==> src/rtl/chain_pkg.sv <==
package chain_pkg;

    typedef struct packed {
        logic chained;
        logic fall_through;
        logic sync_almost;
    } strap_mode_t;

    typedef enum logic {
        TOK_IDLE = 1'b0,
        TOK_HELD = 1'b1
    } tok_state_e;

    function automatic int ptr_width(input int depth);
        return (depth > 1) ? $clog2(depth) : 1;
    endfunction

    // Both link inputs high during reset: the previous instance is also in reset, so a ring exists.
    function automatic strap_mode_t decode_straps(input logic lead_n,
                                                  input logic wx,
                                                  input logic rx);
        strap_mode_t m;
        if (wx && rx) begin
            m.chained      = 1'b1;
            m.fall_through = 1'b0;
            m.sync_almost  = 1'b1;
        end else begin
            m.chained      = 1'b0;
            m.fall_through = lead_n;
            m.sync_almost  = (wx == rx);
        end
        return m;
    endfunction

endpackage

==> src/rtl/strap_latch.sv <==
module strap_latch
    import chain_pkg::*;
(
    input  logic        clk,
    input  logic        rst,
    input  logic        lead_strap_n,
    input  logic        wx_in,
    input  logic        rx_in,
    output strap_mode_t mode,
    output logic        tok_init
);
    strap_mode_t decoded;
    strap_mode_t mode_q;

    always_comb begin
        decoded  = decode_straps(lead_strap_n, wx_in, rx_in);
        // In a ring only the lead owns tokens; stand-alone always owns them.
        tok_init = decoded.chained ? ~lead_strap_n : 1'b1;
    end

    always_ff @(posedge clk) begin
        if (rst) begin
            mode_q <= decoded;
        end
    end

    assign mode = mode_q;
endmodule

==> src/rtl/token_port.sv <==
module token_port
    import chain_pkg::*;
#(
    parameter int DEPTH = 512,
    localparam int AW = ptr_width(DEPTH)
) (
    input  logic          clk,
    input  logic          rst,
    input  logic          chained,
    input  logic          tok_init,
    input  logic          req,
    input  logic          link_in,
    output logic          grant,
    output logic          own,
    output logic [AW-1:0] ptr,
    output logic          link_out
);
    localparam logic [AW-1:0] LAST = AW'(DEPTH - 1);

    tok_state_e    state_q;
    logic [AW-1:0] ptr_q;
    logic          pulse_q;
    logic          at_last;
    logic          hand_off;

    always_comb begin
        own      = (state_q == TOK_HELD);
        grant    = req && own;
        at_last  = (ptr_q == LAST);
        hand_off = grant && at_last;
    end

    always_ff @(posedge clk) begin
        if (rst) begin
            state_q <= tok_init ? TOK_HELD : TOK_IDLE;
            ptr_q   <= '0;
            pulse_q <= 1'b0;
        end else begin
            if (grant) begin
                ptr_q <= at_last ? '0 : ptr_q + 1'b1;
            end
            pulse_q <= chained && hand_off;
            if (chained) begin
                if (hand_off) begin
                    state_q <= TOK_IDLE;
                end else if (link_in) begin
                    state_q <= TOK_HELD;
                end
            end
        end
    end

    assign ptr      = ptr_q;
    // Reset drives the link high so neighbours can detect a ring.
    assign link_out = pulse_q || rst;
endmodule

==> src/rtl/chain_depth_ctrl.sv <==
module chain_depth_ctrl
    import chain_pkg::*;
#(
    parameter int DEPTH = 512,
    localparam int AW = ptr_width(DEPTH)
) (
    input  logic          clk,
    input  logic          rst,
    input  logic          lead_strap_n,
    input  logic          wr_link_in,
    input  logic          rd_link_in,
    input  logic          wr_req,
    input  logic          rd_req,
    input  logic          half_full_in,
    output logic          wr_en_local,
    output logic          rd_en_local,
    output logic [AW-1:0] wr_ptr,
    output logic [AW-1:0] rd_ptr,
    output logic          wr_token,
    output logic          rd_token,
    output logic          wr_link_out,
    output logic          rd_link_out,
    output logic          xo_hf,
    output logic          chained,
    output logic          fall_through,
    output logic          sync_almost
);
    localparam int SIDES = 2;

    strap_mode_t   mode;
    logic          tok_init;
    logic [SIDES-1:0] req_v, lin_v, grant_v, own_v, lout_v;
    logic [AW-1:0] ptr_v [SIDES];

    strap_latch u_straps (
        .clk          (clk),
        .rst          (rst),
        .lead_strap_n (lead_strap_n),
        .wx_in        (wr_link_in),
        .rx_in        (rd_link_in),
        .mode         (mode),
        .tok_init     (tok_init)
    );

    assign req_v = {rd_req, wr_req};
    assign lin_v = {rd_link_in, wr_link_in};

    // Side 0 is the write side, side 1 the read side.
    for (genvar s = 0; s < SIDES; s++) begin : g_side
        token_port #(.DEPTH(DEPTH)) u_port (
            .clk      (clk),
            .rst      (rst),
            .chained  (mode.chained),
            .tok_init (tok_init),
            .req      (req_v[s]),
            .link_in  (lin_v[s]),
            .grant    (grant_v[s]),
            .own      (own_v[s]),
            .ptr      (ptr_v[s]),
            .link_out (lout_v[s])
        );
    end

    assign wr_en_local  = grant_v[0];
    assign rd_en_local  = grant_v[1];
    assign wr_token     = own_v[0];
    assign rd_token     = own_v[1];
    assign wr_ptr       = ptr_v[0];
    assign rd_ptr       = ptr_v[1];
    assign wr_link_out  = lout_v[0];
    assign rd_link_out  = lout_v[1];
    assign chained      = mode.chained;
    assign fall_through = mode.fall_through;
    assign sync_almost  = mode.sync_almost;
    assign xo_hf        = (mode.chained || rst) ? lout_v[0] : half_full_in;
endmodule

==> config.mk <==
export PLATFORM = sky130hd
export DESIGN_NAME = chain_depth_ctrl
export DESIGN_NICKNAME = d
export VERILOG_FILES = /design/src/rtl/chain_pkg.sv /design/src/rtl/strap_latch.sv /design/src/rtl/token_port.sv /design/src/rtl/chain_depth_ctrl.sv
export SDC_FILE = /design/constraint.sdc
export NUM_CORES = 1
export LEC_CHECK = 0
export CAP_MARGIN = 0
export CORE_MARGIN = 3
export CORE_UTILIZATION = 60
export DETAILED_ROUTE_END_ITERATION = 6
export DONT_BUFFER_PORTS = 1
export PLACE_DENSITY = 0.77
export SLEW_MARGIN = 10
export SYNTH_ARGS = -nofsm -noshare
export SYNTH_HDL_FRONTEND = slang
export SYNTH_HIERARCHICAL = 1
export SYNTH_SLANG_ARGS = --single-unit
==> constraint.sdc <==
create_clock -name clk -period 2.1 [get_ports clk]
set_clock_uncertainty 0.2 [all_clocks]
set_input_delay 0.525 -clock clk [delete_from_list [all_inputs] [get_ports clk]]
set_output_delay 0.525 -clock clk [all_outputs]
set_load 0.02 [all_outputs]
# Word-level counts from Yosys, hierarchy flattened

Cells that the tools add are included.

Register bits: 25
Output and inout port bits: 28
Logic and storage cells: 44
Bits of input ports: 8

Add/sub/neg operators: 2
Bitwise logic cells: 1
Mux-type cells: 14
Eq/ne operators: 3
Reductions and logical operators: 15

Operators by type and width:

| kind                                                           | number |
|---|---|
| 9-bit by 1-bit adder with 9-bit output (second input constant) | 2 |
| 9-bit equality test (second input constant)                    | 2 |
| 9-bit 2-to-1 mux                                               | 2 |
| 1-bit 2-to-1 mux                                               | 11 |
| 1-bit logical AND                                              | 7 |
| 3-bit nonzero test                                             | 2 |
| 2-bit AND reduction                                            | 2 |
| 1-bit logical OR                                               | 3 |
| 3-bit 2-to-1 mux                                               | 1 |
| 2-bit nonzero test                                             | 1 |
| 1-bit equality test                                            | 1 |
| 1-bit inverter                                                 | 1 |

# Logic depth before layout (Yosys ltp)

Gate-level depths: netlist (run 1).

Word-level depth: 5
Gate-level depth with buffers: 8
Mapped depth without buffers: 7

# Hierarchy

The synthesis (run 1) kept the hierarchy.

Modules (own cells, without submodules):

| module           | sequential area each (µm²) | cells an instance | area each (µm²) | instances |
|---|---|---|---|---|
| token_port       | 230.2                      | 62                | 543.0           | 2 |
| strap_latch      | 90.1                       | 7                 | 118.9           | 1 |
| chain_depth_ctrl | 0.0                        | 2                 | 15.0            | 1 |

# Worst setup path after synthesis (run 1)

No wires, ideal clock.

Path type: input-to-output
Start: input port rst
End: output port xo_hf
Arrival: 1259 ps
Slack: 116 ps
Data required time: 1375 ps
Stages: 2
Buffers on the path: 0
Cell sequence: or2_2 mux2_1

Word-level cells in the longest chain between the ends: 2
Elaborated cells on any way between the ends: 3
Those cells by class: mux (1); reduce/logical (2)

RTL lines:

| item                                | RTL line                                 | source |
|---|---|---|
| from (decl)                         | chain_depth_ctrl.sv:8                    | `input logic rst,` |
| 1-bit logical OR (on tied branches) | token_port.sv:55, chain_depth_ctrl.sv:75 |  |
| 1-bit 2-to-1 mux (*)                | chain_depth_ctrl.sv:75                   | `assign xo_hf = (mode.chained \|\| rst) ? lout_v[0] : half_full_in;` |
| to (decl)                           | chain_depth_ctrl.sv:23                   | `output logic xo_hf,` |

Every way passes the cells marked *; elsewhere a longest branch is shown, timed or not.

# Final worst setup path (run 1)

Start: register u_straps.mode_q (netlist bit u_straps/mode[2])
End: output port xo_hf

Word-level cells in the longest chain between the ends: 2

RTL lines:

| item                   | RTL line               | source |
|---|---|---|
| from (decl)            | strap_latch.sv:13      | `strap_mode_t mode_q;` |
| from (signal assigned) | strap_latch.sv:23      | `mode_q <= decoded;` |
| 1-bit logical OR       | chain_depth_ctrl.sv:75 |  |
| 1-bit 2-to-1 mux       | chain_depth_ctrl.sv:75 |  |

No other way between the ends.

==> results of run 1 <==
-- metal layers --
| metal | vias to the layer above | global-route usage, % |
|---|---|---|
| met1 | 462 | 27.19 |
| met4 | 0 | 10.31 |
| met5 | - | 0 |
| met2 | 36 | 31.97 |
| met3 | 2 | 4.956 |
| li1 | 511 | - |
-- logic make-up after synthesis --
group	synth area share, %
DFF	45.13
buffers and inverters	4.923
AOI/OAI and AO/OA	13.74
adders and majority gates	5.128
muxes	0.9230
and+or+nand+nor	27.28
xor gates and xnor gates	2.872
-- sequential cells by signal, summed over array words and instances, names as in the netlist --
name,cells
g_side.u_port/ptr,18
u_straps/mode,3
g_side.u_port/own,2
g_side.u_port/pulse_q,2
-- placed cells by master, fill, tap and decap left out, types with 3 or more instances in the layout --
cell type	synthesis	final
clkbuf_4	0	3
buf_4	4	17
nand3_1	12	12
nand2_1	13	13
a21oi_1	12	12
nand4_1	4	4
ha_1	5	5
dfxtp_1	20	20
edfxtp_1	5	5
or3_1	6	6
nor2_1	7	7
nand2b_1	7	7
o21ai_0	6	6
inv_1	6	6
-- how the worst max path moves through the flow --
stage                                start     to  slack [ns]
final                     u_straps/mode[2]  xo_hf        0.09
after floorplan                        rst  xo_hf        0.12
after global routing      u_straps/mode[2]  xo_hf       0.009
after global placement                 rst  xo_hf        0.19
after CTS                 u_straps/mode[2]  xo_hf        0.05
after detailed placement               rst  xo_hf        0.17
-- critical path, delay by kind of cell (launching register included) --
family           cells  cell delay [ns]
multiplexers         1             0.44
flip-flops           1             0.41
AND/OR/NAND/NOR      1             0.14
-- area by class of cell --
| type | count | area [um^2] | share of cell area (%) |
|---|---|---|---|
| Inverter | 6 | 22.52 | 1.647 |
| Sequential cell | 25 | 550.5 | 40.26 |
| Tap cell | 25 | 31.28 | 2.287 |
| Clock buffer | 4 | 26.28 | 1.921 |
| Timing Repair Buffer | 17 | 127.6 | 9.332 |
| Multi-Input combinational cell | 96 | 609.3 | 44.56 |
-- power by group --
| group | internal (mW) | switching, mW |
|---|---|---|
| Clock | 0.0741 | 0.130 |
| Combinational | 0.0397 | 0.0644 |
| Sequential | 0.507 | 0.0181 |
| Total | 0.620 | 0.212 |
-- stage by stage --
step                      power (mW)  hold slack (ns)  setup WS, ns  area, um^2  std cells
final                         0.8327          0.06905       0.08559        1368        173
after global routing          0.8733          0.04570      0.008785        1368        173
after CTS                     0.8445          0.05120       0.05488        1368        173
after detailed placement      0.6398           0.3699        0.1711        1341        169
after global placement        0.6365           0.3585        0.1871        1341        169
after floorplan               0.6163           0.3435        0.1155        1220        133
==> out/metrics.yaml, run 1 <==
outcome: "complete, no violations"
grt_setup_unrepaired: "no"
routed_wl_met2_um: 1124
netlist.top_cell.by_area: "dfxtp_1"
synth.area.top_cells: "dfxtp_1 (33%), edfxtp_1 (12%), ha_1 (5.1%)"
maxCapViolCount: 0
fraction_of_final_layout_cells_with_drive_strength_greater_than_1_pct: 16.22
maxUsedRoutingLayer: "met4"
synth_ff_type: "dfxtp_1"
detailedRoute.firstPassIterationCount: 4
worst_path_max_delay_cell: "mux2_1"
cts_tree: "done"
yosys_warnings: 6
critPathMaxStageDelay_ns: 0.44
placementRows: 15
fin_crit_ns: 2.014
mappedNetlistNets: 146
flow.area_growth_from_synthesis_pct: 12.10
flip_flop_and_latch_count_after_synthesis: 25
width_of_the_die_um: 51.09
post_cts.resized_instances: 0
detail_route.iter0.violations: 19
port-buffer-count: 0
vias_per_cell: 5.844
dr_total_vias: 1011
totalNegativeSetupSlack_ns: 0
wirelength_um: 2459
netlist.area_leader.share_pct: 32.82
worstSkewPairLatency_ns: 0.31
remaining_routing_drc_violations: 0
setup.reg_to_reg.worst_slack_ns: 0.21
antenna_cells_inserted: 0
ctsRootBufferMaster: "clkbuf_4"
initial_core_util_pct: 67.01
cts-buffers-inserted: 3
irDropWorstVdd_mv: 0.3984
dr_wl_met3_um: 202
hold_path_depth: 1
cts_post_setup_buffers_inserted: 0
most_frequent_cells_after_synthesis: "dfxtp_1 (20), nand2_1 (13), a21oi_1 (12), nand3_1 (12)"
required_ns: 1.37
final-max-slew-violation-count: 0
die_h_um: 51.09
worstHoldEndpoint: "g_side[1].u_port/ptr[8]"
max-clock-path-buffers: 2
r2r_worst_path_depth: 7
achievable_frequency_mhz: 496.4
rr_startpoint: "g_side[0].u_port/ptr[5]"
synthDistinctLibCells: 27
worst-slew-pin-transition_ns: 0.3301
clock_sinks: 25
first_global_vias: 932
min_period_over_period_pct: 95.92
detail-route-antenna-nets: 0
cts-htree-levels: 1
m1WireLength_um: 1108
postSynthCellCount: 133
clk_transition_reported_paths_ns: 0.13
filler_cell_count: 147
hold_class: "in2reg"
critical_path.cell_chain: "nor2_1 -> mux2_1"
floorplan.die_area_um2: 2610
cellPowerDensity_nw_per_um2: 608.9
timing.rr.end: "g_side[0].u_port/ptr[5]"
p_leak_nw: 0.5242
grt_pass1_wl_um: 4112
hold_viol_final: 0
grt_start_max_net_pins: 19
finish.net_count: 162
io_pins: 36
worst-endpoint-arrival_ns: 1.29
path_class: "reg2out"
place.detailed.hpwl_um: 1908
min_from: "rst"
placer_congestion_estimate: 0.7577
utilization_pct: 75.12
grtUsageTotal_pct: 20.79
relSlewSlack_pct: 77.71
setup.worst_path.start_class: "flop"
grt_antenna_before_repair: 0
placeableCoreArea_um2: 1821
synth_enable_flop_cells: 5
setup-violations-final: 0
postCtsHoldBufs: 0
syn-cell-area_um2: 1220
synth_seq_area_share_pct: 45.13
globalRoute.totalOverflow: 0
wl_per_cell_um: 14.21
timing.critical_path.fanout_max: 2
post_synth.cell_area_avg_um2: 9.172
most_numerous_cell_in_the_yosys_netlist: "dfxtp_1"
synth_async_sr_flop_share_pct: 0
timing.critical_path.to_type: "primary output"
(Power assumes the default switching activity.)
==> run 2, diff against run 1 <==
--- a/config.mk
+++ b/config.mk
@@ -6,7 +6,6 @@
 export NUM_CORES = 1
 export LEC_CHECK = 0
 export CAP_MARGIN = 0
-export CORE_MARGIN = 3
 export CORE_UTILIZATION = 60
 export DETAILED_ROUTE_END_ITERATION = 6
 export DONT_BUFFER_PORTS = 1
==> run 2 against run 1 <==
Compared with the run above: critical path depth unchanged; utilization up 1.4 points; total power up 1.7%; register-to-register slack about the same; combinational power up 5%; largest cell class unchanged; final cell count up 1.7%; fmax about the same; sequential share of layout area down 0.76 points; clock power up 5%; wire length down 3.7%; sequential power about the same.
==> out/metrics.yaml, run 2 (synthesis gave the netlist of run 1 again) <==
hold_viol_final: 0  # unchanged
fin_ws_ns: 0.08646  # was 0.08559 ns
worst-slew-pin-transition_ns: 0.2917  # was 0.3301 ns
p_leak_nw: 0.5379  # was 0.5242 nW
fin_crit_ns: 2.014  # about the same
combined_flip_flop_and_latch_cell_area_um2: 550.5  # unchanged
placement.setup.worst_slack_ns: 0.1768  # was 0.1711 ns
irDropWorstVdd_mv: 0.6339  # was 0.3984 mV
cpLargestDelayFamily: "multiplexers"  # unchanged
critPathMaxStageDelay_ns: 0.38  # was 0.44 ns
detail_route.iter0.violations: 29  # was 19
wl_per_cell_um: 13.45  # was 14.21 um
filler_cell_count: 134  # was 147
most_frequent_cells_in_the_layout: "buf_4 (20), dfxtp_1 (20), nand2_1 (13)"  # was dfxtp_1 (20), buf_4 (17), nand2_1 (13)
die_h_um: 47.09  # was 51.09 um
totalNegativeSetupSlack_ns: 0  # unchanged
floorplan.die_area_um2: 2217  # was 2610 um^2
cellPowerDensity_nw_per_um2: 607.6  # was 608.9 nW/um^2
post_layout_nonfiller_instances: 176  # was 173
port-buffer-count: 0  # unchanged
grtUsageTotal_pct: 24.66  # was 20.79%
grt_start_max_net_pins: 19  # unchanged
setup-violations-final: 0  # unchanged
place.detailed.hpwl_um: 1834  # was 1908 um
clock_sinks: 25  # unchanged
min_period_over_period_pct: 95.88  # was 95.92%
vias_per_cell: 5.875  # was 5.844
cts_tree: "done"  # unchanged
largest_reg_flops: 18  # unchanged
achievable_frequency_mhz: 496.6  # was 496.4 MHz
hold_class: "in2reg"  # unchanged
worstPathBufferInverterCount: 0  # unchanged
globalRoute.totalOverflow: 0  # unchanged
grt_setup_unrepaired: "no"  # unchanged
detail-route-antenna-nets: 0  # unchanged
initial_core_util_pct: 67.01  # unchanged
io_pins: 36  # unchanged
postCtsHoldBufs: 0  # unchanged
grt_antenna_before_repair: 0  # unchanged
totalPowerFinal_uw: 846.9  # was 832.7 uW
remaining_routing_drc_violations: 0  # unchanged
placedCellCount: 170  # was 169
cts-buffers-inserted: 3  # unchanged
timing.critical_path.to_type: "primary output"  # unchanged
clk_transition_reported_paths_ns: 0.14  # was 0.13 ns
worst-endpoint-arrival_ns: 1.29  # about the same
placeableCoreArea_um2: 1821  # unchanged
multi_input_area_um2: 609.3  # unchanged
fraction_of_final_layout_cells_with_drive_strength_greater_than_1_pct: 18.54  # was 16.22%
worstSkewPairLatency_ns: 0.31  # about the same
maxCapViolCount: 0  # unchanged
critical_path.cell_chain: "or2_2 -> mux2_1"  # was nor2_1 -> mux2_1
grt_pass1_wl_um: 3877  # was 4112 um
placementRows: 15  # unchanged
timing.critical_path.fanout_max: 2  # unchanged
dr_total_vias: 1034  # was 1011
ctsRootBufferMaster: "clkbuf_4"  # unchanged
width_of_the_die_um: 47.09  # was 51.09 um
setup.worst_path.start_class: "flop"  # unchanged
cts-htree-levels: 1  # unchanged
relSlewSlack_pct: 80.31  # was 77.71%
wirelength_um: 2368  # was 2459 um
antenna_cells_inserted: 0  # unchanged
flow.area_growth_from_synthesis_pct: 14.26  # was 12.10%
utilization_pct: 76.56  # was 75.12%
required_ns: 1.37  # about the same
path_class: "reg2out"  # unchanged
final-max-slew-violation-count: 0  # unchanged
placer_congestion_estimate: 0.8031  # was 0.7577
first_global_vias: 890  # was 932
worst_path_max_delay_cell: "mux2_1"  # unchanged
detailedRoute.firstPassIterationCount: 4  # unchanged
outcome: "complete, no violations"  # unchanged
finish.net_count: 165  # was 162
max-clock-path-buffers: 2  # unchanged
==> run 2: per-stage QoR <==
step                      instance area (um^2)  hold WS (ns)
after floorplan                           1220        0.3435
after global placement                    1349        0.3560
after detailed placement                  1349        0.3699
after CTS                                 1379       0.04325
after global routing                      1394       0.01567
final                                     1394       0.05754
==> run 2: path summary, 6_finish.rpt <==
kind                            startpoint                 endpoint  slack [ns]  cells after the start
hold / removal                         rst  g_side[0].u_port/ptr[8]        0.06                      1
setup reg to reg   g_side[0].u_port/ptr[6]  g_side[0].u_port/ptr[5]        0.20                      7
hold reg to reg    g_side[1].u_port/ptr[5]  g_side[1].u_port/ptr[7]        0.39                      2
setup / recovery  g_side[0].u_port/pulse_q                    xo_hf        0.09                      2
==> run 2: repair_timing <==
action,in CTS,in global routing
endpoints found under the setup margin,0,1
setup buffers,0,2
gates resized for setup,0,0
==> run 2: cell type report <==
type / instances / share of cell area [%]
sequential: 25 / 39.50
multi-input combinational: 96 / 43.72
clock inverter: 1 / 0.5386
tap: 25 / 2.244
inverter: 6 / 1.616
timing repair buffer: 20 / 10.77
clock buffer: 3 / 1.616
==> run 2: metal layers <==
metal / global-route usage, % / wire (um)
met1: 35.65 / 1117
met2: 36.39 / 1085
met3: 7.308 / 152
met4: 5.714 / 12
met5: 0 / 0
==> run 2: power by group <==
| part | internal, mW | switching (mW) |
|---|---|---|
| Combinational | 0.0429 | 0.0664 |
| Sequential | 0.507 | 0.0160 |
| Clock | 0.0727 | 0.142 |
| Total | 0.622 | 0.225 |
